$ cat config.mk
export PLATFORM = sky130hd
export DESIGN_NAME = i2c_ctl_slave
export DESIGN_NICKNAME = d
export VERILOG_FILES = /design/src/rtl/i2c_ctl_pkg.sv /design/src/rtl/i2c_ctl_sync.sv /design/src/rtl/i2c_ctl_engine.sv /design/src/rtl/i2c_ctl_bank.sv /design/src/rtl/i2c_ctl_slave.sv
export SDC_FILE = /design/constraint.sdc
export NUM_CORES = 1
export LEC_CHECK = 0
export BUFFER_PORTS_ARGS = -buffer_cell sky130_fd_sc_hd__buf_4
export CAP_MARGIN = 10
export CORE_ASPECT_RATIO = 2
export CORE_UTILIZATION = 40
export CTS_BUF_LIST = sky130_fd_sc_hd__clkbuf_8
export DETAILED_ROUTE_END_ITERATION = 7
export HOLD_SLACK_MARGIN = 0.02
export PLACE_DENSITY_LB_ADDON = 0.15
export SKIP_LAST_GASP = 1
export SLEW_MARGIN = 10
export SYNTH_ARGS = -nofsm -noshare
export SYNTH_HDL_FRONTEND = slang
export SYNTH_SLANG_ARGS = --single-unit
$ cat constraint.sdc
create_clock -name clk_i -period 2.6 [get_ports clk_i]
set_input_delay 0.39 -clock clk_i [delete_from_list [all_inputs] [get_ports clk_i]]
set_output_delay 0.39 -clock clk_i [all_outputs]
set_load 0.02 [all_outputs]
$ cat src/rtl/i2c_ctl_pkg.sv
package i2c_ctl_pkg;

    typedef enum logic [2:0] {
        ST_IDLE,
        ST_RX,
        ST_ACK_WAIT,
        ST_ACK_DRIVE,
        ST_TX,
        ST_MACK,
        ST_TX_LOAD
    } eng_state_e;

    typedef enum logic [1:0] {
        ROLE_ADDR,
        ROLE_CMD,
        ROLE_CNT,
        ROLE_DATA
    } byte_role_e;

    // power-up value of register idx in a bank of nreg registers
    function automatic logic [7:0] reg_default(input int idx, input int nreg);
        if (idx == 0)
            return 8'h0D;
        else if (idx == nreg - 1)
            return 8'h00;
        else
            return 8'hFF;
    endfunction

    function automatic byte_role_e next_role(input byte_role_e r);
        case (r)
            ROLE_ADDR: return ROLE_CMD;
            ROLE_CMD:  return ROLE_CNT;
            default:   return ROLE_DATA;
        endcase
    endfunction

endpackage

$ cat src/rtl/i2c_ctl_sync.sv
module i2c_ctl_sync #(
    parameter int W      = 2,
    parameter int STAGES = 2
) (
    input  logic         clk_i,
    input  logic         rst_ni,
    input  logic [W-1:0] d_i,
    output logic [W-1:0] q_o,
    output logic [W-1:0] prev_o
);
    // STAGES synchronizing flops plus one history flop for edge detection
    typedef logic [STAGES:0][W-1:0] pipe_t;

    pipe_t pipe_d, pipe_q;

    always_comb begin
        pipe_d = {pipe_q[STAGES-1:0], d_i};
    end

    always_ff @(posedge clk_i or negedge rst_ni) begin
        if (!rst_ni)
            pipe_q <= '1;
        else
            pipe_q <= pipe_d;
    end

    assign q_o    = pipe_q[STAGES-1];
    assign prev_o = pipe_q[STAGES];

endmodule

$ cat src/rtl/i2c_ctl_engine.sv
module i2c_ctl_engine
    import i2c_ctl_pkg::*;
#(
    parameter logic [6:0] DEV_ADDR = 7'b1101001,
    parameter int         NREG     = 4,
    parameter int         IDXW     = 3
) (
    input  logic            clk_i,
    input  logic            rst_ni,
    input  logic            scl_s,
    input  logic            scl_p,
    input  logic            sda_s,
    input  logic            sda_p,
    input  logic [7:0]      rd_data_i,
    output logic            wr_en_o,
    output logic [IDXW-1:0] idx_o,
    output logic [7:0]      wr_data_o,
    output logic            sda_oe_o
);

    typedef struct packed {
        eng_state_e      st;
        byte_role_e      role;
        logic [2:0]      bitcnt;
        logic [7:0]      shreg;
        logic [IDXW-1:0] idx;
        logic            rnw;
        logic            sda_oe;
    } eng_t;

    eng_t eng_d, eng_q;

    logic       scl_rise, scl_fall, start_det, stop_det, past_last;
    logic [7:0] rx_byte;

    always_comb begin
        scl_rise  = scl_s & ~scl_p;
        scl_fall  = ~scl_s & scl_p;
        start_det = scl_s & scl_p & sda_p & ~sda_s;
        stop_det  = scl_s & scl_p & ~sda_p & sda_s;
        rx_byte   = {eng_q.shreg[6:0], sda_s};
        past_last = (eng_q.idx == IDXW'(NREG));
        wr_en_o   = 1'b0;
        eng_d     = eng_q;

        if (start_det) begin
            eng_d.st     = ST_RX;
            eng_d.role   = ROLE_ADDR;
            eng_d.bitcnt = 3'd0;
            eng_d.sda_oe = 1'b0;
        end else if (stop_det) begin
            eng_d.st     = ST_IDLE;
            eng_d.sda_oe = 1'b0;
        end else begin
            case (eng_q.st)
                ST_RX: if (scl_rise) begin
                    eng_d.shreg  = rx_byte;
                    eng_d.bitcnt = eng_q.bitcnt + 3'd1;
                    if (eng_q.bitcnt == 3'd7) begin
                        eng_d.st = ST_ACK_WAIT;
                        case (eng_q.role)
                            ROLE_ADDR: begin
                                eng_d.rnw = rx_byte[0];
                                eng_d.idx = '0;
                                if (rx_byte[7:1] != DEV_ADDR)
                                    eng_d.st = ST_IDLE;
                            end
                            ROLE_DATA: if (!past_last) begin
                                wr_en_o   = 1'b1;
                                eng_d.idx = eng_q.idx + IDXW'(1);
                            end
                            default: ;
                        endcase
                    end
                end
                ST_ACK_WAIT: if (scl_fall) begin
                    eng_d.sda_oe = 1'b1;
                    eng_d.st     = ST_ACK_DRIVE;
                end
                ST_ACK_DRIVE: if (scl_fall) begin
                    eng_d.bitcnt = 3'd0;
                    if (eng_q.role == ROLE_ADDR && eng_q.rnw) begin
                        eng_d.shreg  = rd_data_i;
                        eng_d.sda_oe = ~rd_data_i[7];
                        eng_d.st     = ST_TX;
                    end else begin
                        eng_d.sda_oe = 1'b0;
                        eng_d.role   = next_role(eng_q.role);
                        eng_d.st     = ST_RX;
                    end
                end
                ST_TX: if (scl_fall) begin
                    if (eng_q.bitcnt == 3'd7) begin
                        eng_d.sda_oe = 1'b0;
                        eng_d.st     = ST_MACK;
                    end else begin
                        eng_d.sda_oe = ~eng_q.shreg[6];
                        eng_d.shreg  = {eng_q.shreg[6:0], 1'b0};
                        eng_d.bitcnt = eng_q.bitcnt + 3'd1;
                    end
                end
                ST_MACK: if (scl_rise) begin
                    if (sda_s) begin
                        eng_d.st = ST_IDLE;
                    end else begin
                        eng_d.st = ST_TX_LOAD;
                        if (!past_last)
                            eng_d.idx = eng_q.idx + IDXW'(1);
                    end
                end
                ST_TX_LOAD: if (scl_fall) begin
                    eng_d.shreg  = rd_data_i;
                    eng_d.sda_oe = ~rd_data_i[7];
                    eng_d.bitcnt = 3'd0;
                    eng_d.st     = ST_TX;
                end
                default: ;
            endcase
        end
    end

    always_ff @(posedge clk_i or negedge rst_ni) begin
        if (!rst_ni) begin
            eng_q.st     <= ST_IDLE;
            eng_q.role   <= ROLE_ADDR;
            eng_q.bitcnt <= '0;
            eng_q.shreg  <= '0;
            eng_q.idx    <= '0;
            eng_q.rnw    <= 1'b0;
            eng_q.sda_oe <= 1'b0;
        end else begin
            eng_q <= eng_d;
        end
    end

    assign idx_o     = eng_q.idx;
    assign wr_data_o = rx_byte;
    assign sda_oe_o  = eng_q.sda_oe;

endmodule

$ cat src/rtl/i2c_ctl_bank.sv
module i2c_ctl_bank
    import i2c_ctl_pkg::*;
#(
    parameter int NREG = 4,
    parameter int IDXW = 3
) (
    input  logic              clk_i,
    input  logic              rst_ni,
    input  logic              wr_en_i,
    input  logic [IDXW-1:0]   idx_i,
    input  logic [7:0]        wr_data_i,
    output logic [7:0]        rd_data_o,
    output logic [NREG*8-1:0] regs_o
);

    logic [NREG-1:0][7:0] regs_d, regs_q;

    for (genvar r = 0; r < NREG; r++) begin : g_reg
        assign regs_d[r] = (wr_en_i && idx_i == IDXW'(r)) ? wr_data_i : regs_q[r];
    end

    always_ff @(posedge clk_i or negedge rst_ni) begin
        if (!rst_ni) begin
            for (int r = 0; r < NREG; r++)
                regs_q[r] <= reg_default(r, NREG);
        end else begin
            regs_q <= regs_d;
        end
    end

    always_comb begin
        rd_data_o = '0;
        for (int r = 0; r < NREG; r++)
            if (idx_i == IDXW'(r))
                rd_data_o = regs_q[r];
    end

    assign regs_o = regs_q;

endmodule

$ cat src/rtl/i2c_ctl_slave.sv
module i2c_ctl_slave
    import i2c_ctl_pkg::*;
#(
    parameter logic [6:0] DEV_ADDR = 7'b1101001,
    parameter int         NREG     = 4
) (
    input  logic                  clk_i,
    input  logic                  rst_ni,
    input  logic                  scl_i,
    input  logic                  sda_i,
    output logic                  sda_oe_o,
    output logic [5:0]            freq_sel_o,
    output logic                  ss_en_o,
    output logic                  ss_wide_o,
    output logic [(NREG-2)*8-1:0] clk_en_o,
    output logic [7:0]            hiz_o
);

    localparam int IDXW = $clog2(NREG + 1);

    logic [1:0]        line_s, line_p;
    logic              wr_en;
    logic [IDXW-1:0]   reg_idx;
    logic [7:0]        wr_data, rd_data;
    logic [NREG*8-1:0] regs_flat;

    i2c_ctl_sync #(.W(2), .STAGES(2)) u_sync (
        .clk_i  (clk_i),
        .rst_ni (rst_ni),
        .d_i    ({scl_i, sda_i}),
        .q_o    (line_s),
        .prev_o (line_p)
    );

    i2c_ctl_engine #(.DEV_ADDR(DEV_ADDR), .NREG(NREG), .IDXW(IDXW)) u_engine (
        .clk_i     (clk_i),
        .rst_ni    (rst_ni),
        .scl_s     (line_s[1]),
        .scl_p     (line_p[1]),
        .sda_s     (line_s[0]),
        .sda_p     (line_p[0]),
        .rd_data_i (rd_data),
        .wr_en_o   (wr_en),
        .idx_o     (reg_idx),
        .wr_data_o (wr_data),
        .sda_oe_o  (sda_oe_o)
    );

    i2c_ctl_bank #(.NREG(NREG), .IDXW(IDXW)) u_bank (
        .clk_i     (clk_i),
        .rst_ni    (rst_ni),
        .wr_en_i   (wr_en),
        .idx_i     (reg_idx),
        .wr_data_i (wr_data),
        .rd_data_o (rd_data),
        .regs_o    (regs_flat)
    );

    assign freq_sel_o = regs_flat[5:0];
    assign ss_en_o    = regs_flat[6];
    assign ss_wide_o  = regs_flat[7];
    assign clk_en_o   = regs_flat[(NREG-1)*8-1:8];
    assign hiz_o      = regs_flat[NREG*8-1:(NREG-1)*8];

endmodule

==> results of run 1 <==
-- layout by cell type, fill, tap and decap left out, drive strengths merged, types with 3 or more instances in the layout --
| master | count |
|---|---|
| nor2 | 18 |
| nor2b | 10 |
| o22ai | 5 |
| a22oi | 4 |
| inv | 11 |
| nand2b | 7 |
| clkbuf | 12 |
| dfstp | 25 |
| buf | 46 |
| nand2 | 31 |
| a21oi | 17 |
| dfrtp | 33 |
| mux2 | 35 |
| clkinv | 3 |
| a32oi | 8 |
| ha | 8 |
| nand3 | 5 |
| o211ai | 3 |
| o21ai | 15 |
-- path summary, 6_finish.rpt --
| check | from | slack [ns] | endpoint |
|---|---|---|---|
| worst min-delay path | rst_ni | 0.1 | u_bank.regs_o[4] |
| max in group asynchronous | rst_ni | 2.02 | u_engine.eng_q[20] |
| worst min register to register | u_sync.pipe_d[2] | 0.36 | u_sync.q_o[0] |
| worst max register to register | u_engine.eng_q[13] | 0.34 | u_engine.wr_data_o[1] |
| worst max-delay path | u_engine.eng_q[13] | 0.34 | u_engine.wr_data_o[1] |
| min in group clk_i | scl_i | 0.14 | u_sync.pipe_d[3] |
-- flip-flops by register name, summed over array words and instances (netlist names) --
| signal | flops |
|---|---|
| u_bank.regs_o | 32 |
| u_engine.eng_q | 9 |
| u_engine.idx_o | 3 |
| u_engine.sda_oe_o | 1 |
| u_engine.wr_data_o | 7 |
| u_sync.pipe_d | 2 |
| u_sync.prev_o | 2 |
| u_sync.q_o | 2 |
-- metal layers --
metal | share of wire | global-route usage
met5 | 0 | 0
met4 | 0.052 | 0.143
met3 | 0.029 | 0.0484
met2 | 0.57 | 0.395
met1 | 0.35 | 0.210
-- metrics by stage --
step / power (mW) / setup WS (ns)
6_report: 2.13 / 0.342
3_3_place_gp: 1.36 / 0.400
2_1_floorplan: 1.23 / 0.533
3_5_place_dp: 1.37 / 0.341
5_1_grt: 2.23 / 0.151
4_1_cts: 2.15 / 0.331
-- report_power, final --
group	total, mW	switching [mW]	internal (mW)	leakage (nW)
logic	0.199	0.0985	0.100	0.811
clock network	0.773	0.360	0.413	0.105
registers	1.15	0.174	0.980	0.702
total	2.13	0.632	1.49	1.62
-- layout make-up --
type / count / area share
timing repair buffer: 46 / 0.0948
inverter: 10 / 0.0103
multi-input combinational: 201 / 0.406
sequential: 58 / 0.407
tap: 92 / 0.0316
clock buffer: 12 / 0.0453
clock inverter: 4 / 0.00481
-- logic make-up (layout without fill, tap and decap cells) --
| kind of cell | Yosys count | count (layout) | synth area share |
|---|---|---|---|
| compound gates | 67 | 67 | 0.153 |
| fa+ha+maj | 8 | 8 | 0.0328 |
| simple gates | 86 | 86 | 0.155 |
| xor+xnor | 3 | 3 | 0.00861 |
| flops | 58 | 58 | 0.486 |
| buf+inv | 20 | 72 | 0.0295 |
| mux | 37 | 37 | 0.136 |
==> metrics.txt, run 1 <==
status=complete, no violations; worst slew pin tran=0.731 ns; Core Region=7320 um2; Final min period=2.26 ns; I/O pins=37; drc violations=0; Routed Antenna Nets=0; placed cells=407; required time of the critical path=2.85 ns; Yosys warnings=0; post-cts resize count=0; worst endpoint data arrival time=2.50 ns; clock skew=0.00840 ns; initial DRC count=148; # diodes=0; hold slack=0.0959 ns; Final Setup Violations=0; delay-heaviest family, CP=simple AND/OR/NAND/NOR gates; Post-Synthesis Cells=279; root buf cell=clkbuf_8; Max Cap Violations=0; synthesis-stage register bit count=58; cell area after layout=3640 um2; multi-input logic area=1480 um2; CTS tree=done; RSZ-0062 raised after global routing=no; Layout area overhead=19.4%; share of layout cells above drive strength 1=0.396; Starting Density=0.417; ys flop type=dfrtp_1; top post-synthesis cells by area=dfrtp_1 (27%), dfstp_2 (22%), mux2_2 (13%); Most Frequent Cell on Critical Path=ha_1; die footprint=8000 um2; TritonCTS Buffers=9; post-DR wirelength/cell=18.8 um; setup_tns=0 ns; gpl congestion=0.958; routed via count=2382; largest net degree at the start of global routing=59; Post-Route Utilization=0.497; Clock Latency Late Sink=0.35 ns; Synth async-reset ratio=1.00; CTS clock-pin slew for the worst setup and hold paths=0.06 ns; TritonCTS Sinks=58; f_max=443 MHz; Crit Path Class=reg2reg; GRT Residual Overflow=0; Post-synth top cells=mux2_2 (34), dfrtp_1 (33), nand2_1 (28), dfstp_2 (25), nor2_1 (18); Total Nets Final=338; area leader, netlist=dfrtp_1; CP Depth=8; Slowest Stage Delay on Critical Path=0.47 ns; syn_nets=291; dpl hpwl=5790 um; Detailed Routing Iterations Pass 1=4; number of synthesized flops with an enable pin=0; dominant cell by count in the synthesized netlist=mux2_2; PD cells=584 nW/um2; Slowest-stage cell, CP=nor4b_1; Row Count=44; sequential-to-total area share from yosys stat=0.486; worst r2r path cells=8; Cell Chain, Critical Path=ha_1 -> ha_1 -> nor4b_1 -> o41ai_4 -> nor3b_4 -> buf_4 -> o211ai_1 -> o21a_1; Chip Width=63.8 um; count of cell types in the netlist=52; register area=1480 um2; # Post-CTS Setup Buffers=0; Post-Syn Area=3050 um2; Die Y=126 um; maximum root-to-sink buffer count=2; crit path launch type=flip-flop; final wirelength=7950 um; cts hold-fix bufs=0; HP Class=in2async; Max Transition Viols Final=0; crit path max fanout=14; top-area cell type share of the netlist area=0.271; CP Buf/Inv Count=1; slew margin rel.=0.513; vias in the first global route=2436; Non-Filler Instances=423; H-Tree Level Count=3; initial antenna violation count=0; peak supply drop=320 uV; leak pwr=1.62 nW; vias per cell=5.63; Final Hold Vio Count=0; IO Port Bufs=36; GRT Total Usage=0.217; critical path endpoint category=flip-flop; Placed Area=3460 um2; Filler cells=708; first-pass GRT wire length=12800 um; syn_area_per_cell=10.9 um2; period utilization=0.868
Power figures use the tool's default switching activity.
==> inputs of run 2 (changes only) <==
- ABC_AREA: unset -> 1
==> run 2 against run 1 <==
Register-to-register slack improved by 0.25 ns. Combinational power rose to 3.5 times the previous value. Non-clock buffer count fell by 8. Final area rose by 5.5%. Synthesized cell count rose by 70%. Clock power fell by 11%. Sequential power fell by 5%. Critical endpoint is now u_engine.wr_data_o[3]. Largest cell class is now multi-input combinational cells.
==> metrics.txt, run 2 <==
status=complete, no violations; final wirelength=9650 um; Crit Path Class=reg2reg; combinational power share=0.279; placed cells=599; crit path max fanout=11; dpl hpwl=7360 um; syn_area_per_cell=7.03 um2; Synth async-reset ratio=1.00; Yosys warnings=0; top-area cell type share of the netlist area=0.247; Cell Chain, Critical Path=inv_1 -> nand3_1 -> nand2_1 -> a21oi_1 -> inv_1 -> nor2_2 -> nand2_1 -> nand2_1; sequential power share=0.443; I/O pins=37; R2R Setup Slk=0.60 ns; routed via count=3184; worst slew pin tran=0.749 ns; worst r2r path cells=8; Internal=1.51 mW; syn_nets=487; die footprint=8740 um2; number of synthesized flops with an enable pin=0; delay-heaviest family, CP=simple AND/OR/NAND/NOR gates; count of cell types in the netlist=26; Post-Route Utilization=0.480; post-DR wirelength/cell=15.7 um; peak supply drop=372 uV; share of layout cells above drive strength 1=0.171; vias in the first global route=3031; first-pass GRT wire length=15400 um; f_max=499 MHz; slew margin rel.=0.501; Overall Power=2.47 mW; Max Transition Viols Final=0; synthesis-stage register bit count=58; period utilization=0.770; Max Cap Violations=0; # Post-CTS Setup Buffers=0; leak pwr=2.04 nW; initial DRC count=199; largest net degree at the start of global routing=59; Detailed Routing Iterations Pass 1=4; ys flop type=dfrtp_1; vias per cell=5.18; setup_tns=0 ns; Starting Density=0.418; Placed Area=3680 um2; Non-Filler Instances=615; Layout area overhead=15.0%; critical path endpoint category=flip-flop; gpl congestion=0.939; CP Depth=8; CTS clock-pin slew for the worst setup and hold paths=0.07 ns; Most Frequent Cell on Critical Path=nand2_1; RSZ-0062 raised after global routing=no; Final min period=2.00 ns; GRT Residual Overflow=0; Chip Width=66.6 um; initial antenna violation count=0; clock skew=0.00891 ns; maximum root-to-sink buffer count=2; sequential-to-total area share from yosys stat=0.444; crit path launch type=flip-flop; PD cells=642 nW/um2; Clock power frac=0.278; Post-synth top cells=nand2_1 (189), inv_1 (50), nand3_1 (44), nor2_1 (37), dfrtp_1 (33); most frequent cells in the layout=nand2_1 (189), inv_1 (54), nand3_1 (44); cell area after layout=3840 um2; CP Buf/Inv Count=2; Net Switching=0.954 mW; cts hold-fix bufs=0; max reg flops=32; CTS tree=done; Post-Synthesis Cells=475; top post-synthesis cells by area=dfrtp_1 (25%), nand2_1 (21%), dfstp_2 (20%); # diodes=0; required time of the critical path=2.89 ns; Final Setup Violations=0; Post-Syn Area=3340 um2; Die Y=131 um; Core Region=8000 um2; root buf cell=clkbuf_8; GRT Total Usage=0.241; area leader, netlist=dfrtp_1; H-Tree Level Count=3; post-cts resize count=0; dominant cell by count in the synthesized netlist=nand2_1; Slowest Stage Delay on Critical Path=0.60 ns; drc violations=0; Clock Latency Late Sink=0.34 ns; IO Port Bufs=36; worst endpoint data arrival time=2.29 ns; Slowest-stage cell, CP=dfrtp_1; Routed Antenna Nets=0; TritonCTS Buffers=9; Filler cells=833; Reg-to-Reg Start=u_engine.eng_q[20]; reg2reg end=u_engine.wr_data_o[3]; register area=1480 um2; commonest non-fill, non-tap cell in the layout=nand2_1; HP Class=in2async; Row Count=46; Final Hold Vio Count=0; TritonCTS Sinks=58; Total Nets Final=526; multi-input logic area=1600 um2; Sw Ratio=0.387
[run 2: worst max-delay path by stage]
stage / from / end / slack (ns)
final: u_engine.eng_q[20] / u_engine.wr_data_o[3] / 0.60
after global routing: u_engine.idx_o[2] / u_engine.wr_data_o[7] / 0.42
after CTS: u_engine.idx_o[0] / u_bank.regs_o[28] / 0.62
after detailed placement: u_engine.idx_o[0] / u_bank.regs_o[30] / 0.62
after global placement: u_engine.idx_o[1] / u_engine.wr_data_o[5] / 0.65
after floorplan: u_engine.idx_o[0] / u_bank.regs_o[6] / 0.92
[run 2: cell families (layout without fill, tap and decap cells)]
group / after synthesis / after routing / synth area share
fa+ha+maj: 8 / 8 / 0.0300
flops: 58 / 58 / 0.444
simple gates: 288 / 288 / 0.358
compound gates: 58 / 58 / 0.0899
buf+inv: 63 / 107 / 0.0779
[run 2: cell type report]
cell class | count | share of cell area
repair buffers | 38 | 0.0743
clock inverters | 7 | 0.00847
well taps | 96 | 0.0313
clock buffers | 9 | 0.0322
inverters | 53 | 0.0518
flip-flops and latches | 58 | 0.386
multi-input cells | 354 | 0.416
[run 2: power groups by stage]
stage               registers (mW)  clock network, mW  logic, mW
floorplan                     1.06                  0      0.487
global placement              1.10                  0      0.678
detailed placement            1.10                  0      0.685
CTS                           1.09              0.700      0.688
global route                  1.10              0.737      0.773
finish                        1.09              0.686      0.688
[run 2: per-stage QoR]
stage / setup WS, ns / hold slack [ns]
CTS: 0.616 / 0.131
detailed placement: 0.622 / 0.347
floorplan: 0.917 / 0.0944
global placement: 0.646 / 0.346
finish: 0.597 / 0.112
global route: 0.421 / 0.133
[run 2: routing by layer]
metal  GRT usage  wire length [um]  vias to the layer above
met5           0                 0                        -
met4       0.147               550                        0
met3      0.0530               415                       33
met2       0.422              5240                       99
met1       0.245              3440                     1475
li1            -                 -                     1577
